File: config.mk
export PLATFORM = sky130hd
export DESIGN_NAME = i2c_route_bridge
export DESIGN_NICKNAME = d
export VERILOG_FILES = /design/src/rtl/i2c_route_pkg.sv /design/src/rtl/i2c_line_sync.sv /design/src/rtl/i2c_up_slave.sv /design/src/rtl/i2c_dn_master.sv /design/src/rtl/i2c_route_bridge.sv
export SDC_FILE = /design/constraint.sdc
export NUM_CORES = 1
export LEC_CHECK = 0
export ABC_CLOCK_PERIOD_IN_PS = 3500
export BUFFER_PORTS_ARGS = -buffer_cell sky130_fd_sc_hd__buf_2
export CORE_MARGIN = 4
export CORE_UTILIZATION = 45
export CTS_CLUSTER_SIZE = 25
export DETAILED_ROUTE_END_ITERATION = 8
export PLACE_DENSITY = 0.75
export SETUP_SLACK_MARGIN = 0.1
export SLEW_MARGIN = 5
export SYNTH_ARGS = -nofsm -noshare
export SYNTH_HDL_FRONTEND = slang
export SYNTH_SLANG_ARGS = --single-unit
File: constraint.sdc
create_clock -name clk -period 3.5 [get_ports clk]
set_clock_uncertainty 0.1 [all_clocks]
set_input_delay 0.875 -clock clk [delete_from_list [all_inputs] [get_ports clk]]
set_output_delay 0.875 -clock clk [all_outputs]
set_load 0.02 [all_outputs]
File: src/rtl/i2c_route_pkg.sv
// Package: shared state encodings for the routed write bridge.
// Assumes: included first in compile order.
package i2c_route_pkg;

    // Upstream slave progress through one transfer.
    typedef enum logic [2:0] {
        UP_IDLE,
        UP_ADDR,
        UP_SEL,
        UP_REG,
        UP_DATA,
        UP_WAIT,
        UP_ACKSET,
        UP_SKIP
    } up_phase_t;

    // Downstream master sequence.
    typedef enum logic [2:0] {
        M_IDLE,
        M_REQ,
        M_START,
        M_BIT,
        M_STOP,
        M_DONE
    } mst_state_t;

endpackage

File: src/rtl/i2c_line_sync.sv
// Module: brings the upstream SCL/SDA into the clock domain and derives events.
// Assumes: lines idle high; each SCL phase spans several clocks.
module i2c_line_sync (
    input  logic clk,
    input  logic rst_n,
    input  logic scl_in,
    input  logic sda_in,
    output logic scl,
    output logic sda,
    output logic scl_rise,
    output logic scl_fall,
    output logic start_ev,
    output logic stop_ev
);
    logic [1:0] scl_pipe, sda_pipe;
    logic       scl_prev, sda_prev;

    // Two-flop synchronizers plus one stage of history for edge detection.
    always_ff @(posedge clk) begin
        if (!rst_n) begin
            scl_pipe <= 2'b11;
            sda_pipe <= 2'b11;
            scl_prev <= 1'b1;
            sda_prev <= 1'b1;
        end else begin
            scl_pipe <= {scl_pipe[0], scl_in};
            sda_pipe <= {sda_pipe[0], sda_in};
            scl_prev <= scl_pipe[1];
            sda_prev <= sda_pipe[1];
        end
    end

    // Edge and bus-condition decode from synchronized levels.
    always_comb begin
        scl      = scl_pipe[1];
        sda      = sda_pipe[1];
        scl_rise = scl && !scl_prev;
        scl_fall = !scl && scl_prev;
        start_ev = scl && scl_prev && sda_prev && !sda;
        stop_ev  = scl && scl_prev && !sda_prev && sda;
    end
endmodule

File: src/rtl/i2c_up_slave.sv
// Module: write-only upstream slave. Decodes address, bus select, register
// and data bytes; stretches SCL after the data byte until the downstream
// write reports back, then acknowledges with its result.
// Assumes: synchronized inputs from i2c_line_sync.
module i2c_up_slave
    import i2c_route_pkg::*;
#(
    parameter int          NBUS      = 8,
    parameter logic [6:0]  SELF_ADDR = 7'h52,
    localparam int         SELW      = $clog2(NBUS)
) (
    input  logic            clk,
    input  logic            rst_n,
    input  logic            sda,
    input  logic            scl_rise,
    input  logic            scl_fall,
    input  logic            start_ev,
    input  logic            stop_ev,
    input  logic            wr_done,
    input  logic            wr_fail,
    output logic            scl_oe,
    output logic            sda_oe,
    output logic            wr_go,
    output logic [SELW-1:0] wr_sel,
    output logic [7:0]      wr_reg,
    output logic [7:0]      wr_data
);
    up_phase_t  phase;
    logic [3:0] bitcnt;
    logic [7:0] shreg;
    logic       ack_q;

    // Byte framing, acknowledge decisions and stretch control.
    always_ff @(posedge clk) begin
        if (!rst_n) begin
            phase   <= UP_IDLE;
            bitcnt  <= '0;
            shreg   <= '0;
            ack_q   <= 1'b0;
            scl_oe  <= 1'b0;
            sda_oe  <= 1'b0;
            wr_go   <= 1'b0;
            wr_sel  <= '0;
            wr_reg  <= '0;
            wr_data <= '0;
        end else begin
            wr_go <= 1'b0;
            if (stop_ev) begin
                phase  <= UP_IDLE;
                sda_oe <= 1'b0;
                scl_oe <= 1'b0;
                bitcnt <= '0;
            end else if (start_ev) begin
                phase  <= UP_ADDR;
                sda_oe <= 1'b0;
                bitcnt <= '0;
            end else begin
                case (phase)
                    UP_IDLE, UP_SKIP: ;
                    UP_WAIT: if (wr_done) begin
                        sda_oe <= !wr_fail;
                        ack_q  <= 1'b0;
                        phase  <= UP_ACKSET;
                    end
                    UP_ACKSET: begin
                        scl_oe <= 1'b0;
                        phase  <= UP_DATA;
                    end
                    default: begin
                        if (scl_rise) begin
                            if (bitcnt < 4'd8) shreg <= {shreg[6:0], sda};
                            bitcnt <= bitcnt + 4'd1;
                        end
                        if (scl_fall && bitcnt == 4'd8) begin
                            case (phase)
                                UP_ADDR: begin
                                    ack_q  <= (shreg == {SELF_ADDR, 1'b0});
                                    sda_oe <= (shreg == {SELF_ADDR, 1'b0});
                                end
                                UP_SEL: begin
                                    ack_q  <= (int'(shreg) < NBUS);
                                    sda_oe <= (int'(shreg) < NBUS);
                                    wr_sel <= shreg[SELW-1:0];
                                end
                                UP_REG: begin
                                    ack_q  <= 1'b1;
                                    sda_oe <= 1'b1;
                                    wr_reg <= shreg;
                                end
                                default: begin
                                    wr_data <= shreg;
                                    wr_go   <= 1'b1;
                                    scl_oe  <= 1'b1;
                                    phase   <= UP_WAIT;
                                end
                            endcase
                        end
                        if (scl_fall && bitcnt == 4'd9) begin
                            sda_oe <= 1'b0;
                            bitcnt <= '0;
                            if (!ack_q)               phase <= UP_SKIP;
                            else if (phase == UP_ADDR) phase <= UP_SEL;
                            else if (phase == UP_SEL)  phase <= UP_REG;
                            else if (phase == UP_REG)  phase <= UP_DATA;
                            else                       phase <= UP_SKIP;
                        end
                    end
                endcase
            end
        end
    end

    // while waiting on the downstream write the clock stays stretched.
    a_r4_hold_stretch: assert property (@(posedge clk) disable iff (!rst_n)
        ($past(phase == UP_WAIT) && !$past(wr_done)) |-> scl_oe);

    // a launch only ever follows an acknowledged select byte.
    a_r2_go_after_ack: assert property (@(posedge clk) disable iff (!rst_n)
        wr_go |-> phase == UP_WAIT);
endmodule

File: src/rtl/i2c_dn_master.sv
// Module: downstream write engine. Waits for a grant, then issues START,
// target address, register byte, data byte and STOP, with a quarter-bit
// timebase from a programmable divider; checks ACKs and watches for lost
// arbitration on its released bits.
// Assumes: div >= 2; targets do not stretch SCL; grant stays while requested.
module i2c_dn_master
    import i2c_route_pkg::*;
#(
    parameter int          NBUS     = 8,
    parameter logic [6:0]  TGT_ADDR = 7'h21,
    parameter int          DIVW     = 8,
    localparam int         SELW     = $clog2(NBUS),
    localparam int         FW       = 24
) (
    input  logic            clk,
    input  logic            rst_n,
    input  logic            go,
    input  logic [SELW-1:0] sel,
    input  logic [7:0]      reg_b,
    input  logic [7:0]      data_b,
    input  logic [DIVW-1:0] div,
    input  logic            sda_line,
    input  logic            gnt_sel,
    output logic [SELW-1:0] idx,
    output logic            req_on,
    output logic            scl_low,
    output logic            sda_low,
    output logic            done,
    output logic            fail
);
    mst_state_t      state;
    logic [DIVW-1:0] divcnt;
    logic [1:0]      q;
    logic [FW-1:0]   frame;
    logic [3:0]      bitn;
    logic [1:0]      byten;
    logic            nack_q;
    logic [1:0]      sda_pipe;
    logic            tick, lost_now;

    assign tick     = (divcnt == div);
    assign lost_now = tick && state == M_BIT && q == 2'd2 && bitn != 4'd8
                      && frame[FW-1] && !sda_pipe[1];

    // Synchronize the selected bus SDA for ACK and arbitration sampling.
    always_ff @(posedge clk) begin
        if (!rst_n) sda_pipe <= 2'b11;
        else        sda_pipe <= {sda_pipe[0], sda_line};
    end

    // Sequencer: quarter-bit timing, bit shifting, ACK and arbitration checks.
    always_ff @(posedge clk) begin
        if (!rst_n) begin
            state   <= M_IDLE;
            divcnt  <= '0;
            q       <= '0;
            frame   <= '0;
            bitn    <= '0;
            byten   <= '0;
            nack_q  <= 1'b0;
            idx     <= '0;
            req_on  <= 1'b0;
            scl_low <= 1'b0;
            sda_low <= 1'b0;
            done    <= 1'b0;
            fail    <= 1'b0;
        end else begin
            done <= 1'b0;
            if (state == M_IDLE || state == M_REQ || state == M_DONE || tick)
                divcnt <= '0;
            else
                divcnt <= divcnt + 1'b1;
            case (state)
                M_IDLE: if (go) begin
                    idx    <= sel;
                    frame  <= {TGT_ADDR, 1'b0, reg_b, data_b};
                    req_on <= 1'b1;
                    fail   <= 1'b0;
                    nack_q <= 1'b0;
                    state  <= M_REQ;
                end
                M_REQ: if (gnt_sel) begin
                    q     <= '0;
                    state <= M_START;
                end
                M_START: if (tick) begin
                    q <= q + 2'd1;
                    case (q)
                        2'd0:    sda_low <= 1'b1;
                        2'd1:    scl_low <= 1'b1;
                        default: begin
                            state <= M_BIT;
                            q     <= '0;
                            bitn  <= '0;
                            byten <= '0;
                        end
                    endcase
                end
                M_BIT: if (tick) begin
                    q <= q + 2'd1;
                    case (q)
                        2'd0: sda_low <= (bitn == 4'd8) ? 1'b0 : !frame[FW-1];
                        2'd1: scl_low <= 1'b0;
                        2'd2: begin
                            if (bitn == 4'd8) nack_q <= sda_pipe[1];
                            else if (lost_now) begin
                                sda_low <= 1'b0;
                                scl_low <= 1'b0;
                                fail    <= 1'b1;
                                state   <= M_DONE;
                            end
                        end
                        default: begin
                            scl_low <= 1'b1;
                            if (bitn == 4'd8) begin
                                if (nack_q || byten == 2'd2) begin
                                    fail  <= nack_q;
                                    state <= M_STOP;
                                end else begin
                                    byten <= byten + 2'd1;
                                    bitn  <= '0;
                                end
                            end else begin
                                frame <= frame << 1;
                                bitn  <= bitn + 4'd1;
                            end
                        end
                    endcase
                end
                M_STOP: if (tick) begin
                    q <= q + 2'd1;
                    case (q)
                        2'd0:    sda_low <= 1'b1;
                        2'd1:    scl_low <= 1'b0;
                        2'd2:    sda_low <= 1'b0;
                        default: state   <= M_DONE;
                    endcase
                end
                default: begin
                    req_on <= 1'b0;
                    done   <= 1'b1;
                    state  <= M_IDLE;
                end
            endcase
        end
    end

    // SDA holds while SCL is released during a data or ACK bit.
    a_r7_sda_steady_high: assert property (@(posedge clk) disable iff (!rst_n)
        (state == M_BIT && $past(state == M_BIT) && !scl_low && !$past(scl_low))
        |-> sda_low == $past(sda_low));

    // after losing arbitration both lines are released at once.
    a_r9_release_on_loss: assert property (@(posedge clk) disable iff (!rst_n)
        lost_now |=> (!scl_low && !sda_low && fail));

    // the bus is never driven without the grant.
    a_r5_drive_granted: assert property (@(posedge clk) disable iff (!rst_n)
        (scl_low || sda_low) |-> (req_on && gnt_sel));
endmodule

File: src/rtl/i2c_route_bridge.sv
// Module: top of the routed write bridge. Joins the upstream slave to the
// downstream master and fans the master out to NBUS open-drain bus pairs
// with per-bus request/grant.
// Assumes: *_oe outputs pull the line low when high; lines have pull-ups.
module i2c_route_bridge #(
    parameter int          NBUS      = 8,
    parameter logic [6:0]  SELF_ADDR = 7'h52,
    parameter logic [6:0]  TGT_ADDR  = 7'h21,
    parameter int          DIVW      = 8
) (
    input  logic            clk,
    input  logic            rst_n,
    input  logic            up_scl_i,
    input  logic            up_sda_i,
    output logic            up_scl_oe,
    output logic            up_sda_oe,
    input  logic [NBUS-1:0] dn_sda_i,
    output logic [NBUS-1:0] dn_scl_oe,
    output logic [NBUS-1:0] dn_sda_oe,
    output logic [NBUS-1:0] bus_req,
    input  logic [NBUS-1:0] bus_gnt,
    input  logic [DIVW-1:0] clk_div,
    output logic            err_flag
);
    localparam int SELW = $clog2(NBUS);

    logic            s_scl, s_sda, s_rise, s_fall, s_start, s_stop;
    logic            go, m_done, m_fail, m_req, m_scl, m_sda;
    logic [SELW-1:0] w_sel, m_idx;
    logic [7:0]      w_reg, w_data;

    i2c_line_sync u_sync (
        .clk(clk), .rst_n(rst_n), .scl_in(up_scl_i), .sda_in(up_sda_i),
        .scl(s_scl), .sda(s_sda), .scl_rise(s_rise), .scl_fall(s_fall),
        .start_ev(s_start), .stop_ev(s_stop)
    );

    i2c_up_slave #(.NBUS(NBUS), .SELF_ADDR(SELF_ADDR)) u_slave (
        .clk(clk), .rst_n(rst_n), .sda(s_sda), .scl_rise(s_rise),
        .scl_fall(s_fall), .start_ev(s_start), .stop_ev(s_stop),
        .wr_done(m_done), .wr_fail(m_fail), .scl_oe(up_scl_oe),
        .sda_oe(up_sda_oe), .wr_go(go), .wr_sel(w_sel), .wr_reg(w_reg),
        .wr_data(w_data)
    );

    i2c_dn_master #(.NBUS(NBUS), .TGT_ADDR(TGT_ADDR), .DIVW(DIVW)) u_master (
        .clk(clk), .rst_n(rst_n), .go(go), .sel(w_sel), .reg_b(w_reg),
        .data_b(w_data), .div(clk_div), .sda_line(dn_sda_i[m_idx]),
        .gnt_sel(bus_gnt[m_idx]), .idx(m_idx), .req_on(m_req),
        .scl_low(m_scl), .sda_low(m_sda), .done(m_done), .fail(m_fail)
    );

    // Per-bus fan-out of the single master engine.
    for (genvar g = 0; g < NBUS; g++) begin : g_bus
        assign dn_scl_oe[g] = m_scl && (m_idx == SELW'(g));
        assign dn_sda_oe[g] = m_sda && (m_idx == SELW'(g));
        assign bus_req[g]   = m_req && (m_idx == SELW'(g));
    end

    // Sticky failure flag, cleared only by reset.
    always_ff @(posedge clk) begin
        if (!rst_n) err_flag <= 1'b0;
        else if (m_done && m_fail) err_flag <= 1'b1;
    end

    // at most one bus is requested at a time.
    a_r5_one_request: assert property (@(posedge clk) disable iff (!rst_n)
        $onehot0(bus_req));

    // only a requested bus has either line driven.
    a_r6_drive_on_requested: assert property (@(posedge clk) disable iff (!rst_n)
        ((dn_scl_oe | dn_sda_oe) & ~bus_req) == '0);

    // the error flag never clears outside reset.
    a_r8_err_sticky: assert property (@(posedge clk) disable iff (!rst_n)
        $past(err_flag) |-> err_flag);
endmodule

# After elaboration in Yosys (flattened, before gate mapping)

Index checks and enable logic that the tools add are counted.

Register bits after elaboration: 99
Bits of input ports: 28
Output and inout bits: 27
Word-level logic and storage cells: 303

Add/sub/neg operators: 5
Order comparisons: 3
Eq/ne operators: 58
Multiplexer cells: 96
Bitwise logic cells: 10
Reduce and logical (&&, ||, !) cells: 101

Operators with widths:

| kind                                                             | number |
|---|---|
| 24-bit two-way mux                                               | 4 |
| 3-bit two-way mux                                                | 18 |
| 24-bit one-hot mux with 2 select lines                           | 1 |
| 1-bit logical AND                                                | 39 |
| 1-bit two-way mux                                                | 33 |
| 4-bit two-way mux                                                | 8 |
| 5-bit AND reduction                                              | 6 |
| 3-bit == test (second input constant)                            | 9 |
| 2-bit two-way mux                                                | 11 |
| 2-bit != test (second input constant)                            | 11 |
| 2-bit by 1-bit != test with 1-bit output (second input constant) | 10 |
| 4-bit AND reduction                                              | 5 |
| 3-bit by 2-bit == test with 1-bit output (second input constant) | 6 |
| 1-bit one-hot mux with 2 select lines                            | 9 |
| 9-bit AND reduction                                              | 2 |
| 3-bit != test (second input constant)                            | 5 |
| 3-bit one-hot mux with 5 select lines                            | 1 |
| 3-bit OR reduction                                               | 5 |
| 4-bit == test (second input constant)                            | 3 |
| 1-bit one-hot mux with 3 select lines                            | 4 |
| 12-bit AND reduction                                             | 1 |
| 6-bit AND reduction                                              | 2 |
| 1-bit NOT                                                        | 10 |
| 2-bit nonzero test                                               | 5 |
| other kinds (36)                                                 | 65 |

# Depth between registers and ports, before layout

Depth in word-level cells: 11
Depth in mapped cells: 9
Mapped depth without buffers: 8

# Cells and area by module

Synthesis repeated with hierarchy kept, for this count alone.

Cells, all modules: 598
Area, all modules: 5,211.2 um^2

By module, submodules not included:

| module           | instances | cells each | area each (um^2) | sequential area each (um^2) |
|---|---|---|---|---|
| i2c_dn_master    | 1         | 337        | 2,882.8          | 1,081.0 |
| i2c_up_slave     | 1         | 189        | 1,804.2          | 760.7 |
| i2c_route_bridge | 1         | 56         | 334.1            | 20.0 |
| i2c_line_sync    | 1         | 16         | 190.2            | 120.1 |

# Least setup slack after synthesis

Ideal clock, no wire load.

Path type: in2reg
Start: input clk_div[6]
End: register u_master.state[0]
Arrival: 2.476 ns
Data required time: 3.304 ns
Setup slack: 0.828 ns
Cell stages on the path: 6
Path through: xor2_1 > nor4_4 > nand2_2 > a31o_1 > or3_4 > o41ai_2

Longest elaborated chain between the ends: 8
Elaborated cells on any way between the ends: 11
Those cells by class: 5 x eq/ne; 6 x reduce/logical

Ends and longest elaborated chain:

| element                                            | line                   | RTL |
|---|---|---|
| from (decl)                                        | i2c_route_bridge.sv:22 | `input logic [DIVW-1:0] clk_div,` |
| 8-bit == test (*)                                  | i2c_dn_master.sv:41    | `assign tick = (divcnt == div);` |
| 1-bit logical AND (3 in series)                    | i2c_dn_master.sv:42    | `assign lost_now = tick && state == M_BIT && q == 2'd2 && bitn != 4'd8` |
| 1-bit logical AND (2 in series)                    | i2c_dn_master.sv:43    | `&& frame[FW-1] && !sda_pipe[1];` |
| 3-bit by 2-bit != test with 1-bit output (no line) | n/a                    |  |
| 12-bit AND reduction (no line) (*)                 | n/a                    |  |
| to (signal assigned)                               | i2c_dn_master.sv:54    | `state <= M_IDLE;` |
| to (signal assigned)                               | i2c_dn_master.sv:80    | `state <= M_REQ;` |
| to (signal assigned)                               | i2c_dn_master.sv:84    | `state <= M_START;` |
| to (decl)                                          | i2c_dn_master.sv:31    | `mst_state_t state;` |

Every way passes the cells marked *; elsewhere a longest branch is shown, timed or not.
A chain may end at the register's enable or synchronous reset.

# Final worst setup path

Start: input clk_div[3]
End: register u_master.state[0]

The elaborated chain is that of the path after synthesis.

==> out/metrics.yaml <==
netlist_top_cells_area: "dfxtp_1 (40%), nor2_1 (8.9%), mux2i_1 (8.0%)"
postRouteAntennaNets: 0
fin_cells: 763
finalSetupViolations: 0
pin_count: 55
wirelength_um: 10550
leakagePower_nw: 2.114
cp.arrival_ps: 2780
worstSkewPairLatency_ps: 370
synth_area_per_cell_um2: 8.317
post-route-min-period_ps: 2612
synthDistinctLibCells: 60
die_x_um: 112.4
cts-hold-fix-buffers: 0
slew_viol_final: 0
drive_gt1_share_pct: 14.83
nets: 664
rsz0062_at_grt: "false"
seq_area_frac_synth_pct: 40.39
dr.first_iter.drc_count: 279
synth_edf_count: 0
max_freq_mhz: 382.8
endpoint_kind: "flip-flop"
dpl.hpwl_um: 7459
start_kind: "primary input"
regMostFlops: "u_master.frame"
start_util_pct: 46.90
cts_sinks: 99
largest_reg_flops: 24
hold_viol: 0
cts_root_buf: "clkbuf_8"
reg2reg_from: "u_master.state[1]"
postSynthCellCount: 590
hold_class: "reg -> reg"
die_area_mm2: 0.01264
coreArea_mm2: 0.01046
hold_start: "u_sync.sda_pipe[0]"
row_count: 37
critPathKind: "in -> reg"
firstDrtPassIters: 5
cap_viol_max_count: 0
cts_setup_buffers: 0
hold-worst-slack_ps: 320.6
crit_path_max_fanout: 8
ys_async_sr_fraction_pct: 0
cts_tree: "yes"
via_per_inst: 5.430
vias: 4143
portBuffers: 54
grt_overflow: 0
clockBufferDepth: 2
grt_pass1_wl_um: 17800
gp_congestion: 0.8845
clkSlewWorstSetupHoldPaths_ps: 100
ys_ff_latch: 99
cts_made_buffers: 9
track_usage_pct: 16.67
worstSetupStartpoint: "clk_div[3]"
required_ps: 3670
wl_per_cell_um: 13.82
diodes: 0
place_inst: 748
antenna_found_initial: 0
cellPowerDensity_mw_per_mm2: 361.0
route.detailed.drc: 0
worst_slew_pin_slew_ps: 871.6
die_h_um: 112.4
synth_ff_type: "dfxtp_1"
synth_nets: 631
fin_setup_tns_ps: 0
grt_pass1_vias: 3947
yosys.area.top_type: "dfxtp_1"
ir_drop_mv: 0.1927
ctsResizeCount: 0
grt_max_degree: 51
synth_warnings: 0
post-route-period-util_pct: 74.64
synth.top_cell.area_share_pct: 40.39
status: "finished clean"
syn2layout_area_growth_pct: 10.45
syn_area_mm2: 0.004907
htree_levels: 3
slew_headroom_pct: 41.75
## synth_stat cells (3+ instances only)
master    instances
o31ai_1           5
and2_1            4
ha_1             13
o21ai_0          11
or2_2             4
nor2b_1           4
buf_1             3
nor2_1          117
o211ai_1          3
dfxtp_1          99
a31oi_1           4
nand3_1          18
nor3_1            9
inv_1            15
a311oi_1         15
nand2b_1         19
mux4_2            3
mux2i_1          39
a211oi_1          5
or3_1             5
o22ai_1           5
xor2_1           15
nand2_1          65
clkbuf_1         31
xnor2_1           8
a21oi_1          30
## path summary, 6_finish.rpt
kind                                           end  slack (ps)  cells past startpoint
worst min register to register  u_sync.sda_pipe[1]         320                      1
worst max register to register  u_master.frame[14]         920                      7
worst min-delay path            u_sync.sda_pipe[1]         320                      1
worst max-delay path             u_master.state[0]         890                      7
## cell type report
class                           instances  area (µm²)
Timing Repair Buffer                   59       307.8
Tap cell                              136       170.2
Sequential cell                        99        1982
Inverter                               15       56.30
Multi-Input combinational cell        439        2724
Clock inverter                          5       42.54
Clock buffer                           10       137.6
Fill cell                            1000        5042
## layer usage
metal	track usage (%)	vias up	part of all wire [%]
li1	-	2083	-
met1	20.64	1969	44
met2	28.21	74	50
met3	4.313	17	3.8
met4	5.689	0	1.5
met5	0	-	0
## logic make-up (layout without fill, tap and decap cells)
family	count (synthesis)	count (layout)	synth area share, %
simple gates	265	265	25.22
flops	99	99	40.39
compound gates	95	95	13.23
buf+inv	52	89	4.181
mux	43	43	9.561
xor+xnor	23	23	4.105
fa+ha+maj	13	13	3.315
## power by group
part | switching [W] | internal [W]
clock network | 0.000413 | 0.000284
logic | 0.0000710 | 0.0000470
registers | 0.00000721 | 0.00113
## placed cells by master, fill, tap and decap left out, drive strengths merged, types with 2 or more instances in the layout
cell type	netlist	layout
nand3	18	18
a31oi	4	4
o21ai	11	11
inv	15	19
buf	6	59
mux2i	39	39
or2	4	4
or3	6	6
nand2b	19	19
nor4	2	2
ha	13	13
xor2	15	15
or3b	2	2
nand2	66	66
a311oi	15	15
nand3b	2	2
o22ai	5	5
mux4	3	3
and2	5	5
nor2b	5	5
nor2	117	117
clkbuf	31	10
nor4bb	2	2
a31o	2	2
o211ai	3	3
dfxtp	99	99
o31ai	5	5
and3	2	2
a21oi	30	30
a211oi	5	5
xnor2	8	8
o311ai	2	2
nor3	10	10
## metrics by stage
step	setup slack [ps]	cell area, µm²	total power, W	utilization, %
6_report	887.5	5420	0.001957	51.81
5_1_grt	648.8	5420	0.002032	51.81
4_1_cts	902.9	5420	0.001974	51.81
3_5_place_dp	524.3	5240	0.001284	50.08
3_3_place_gp	619.5	5240	0.001279	50.08
2_1_floorplan	828.0	4907	0.001247	-
## critical path, cell delays in order
cell and delay (ps):
buf_2 100, xor2_1 160, nor4_4 470, nand2_2 220, a31o_1 290, or3_4 390, o41ai_2 280
Note: power is estimated with default switching activity, not from simulation.
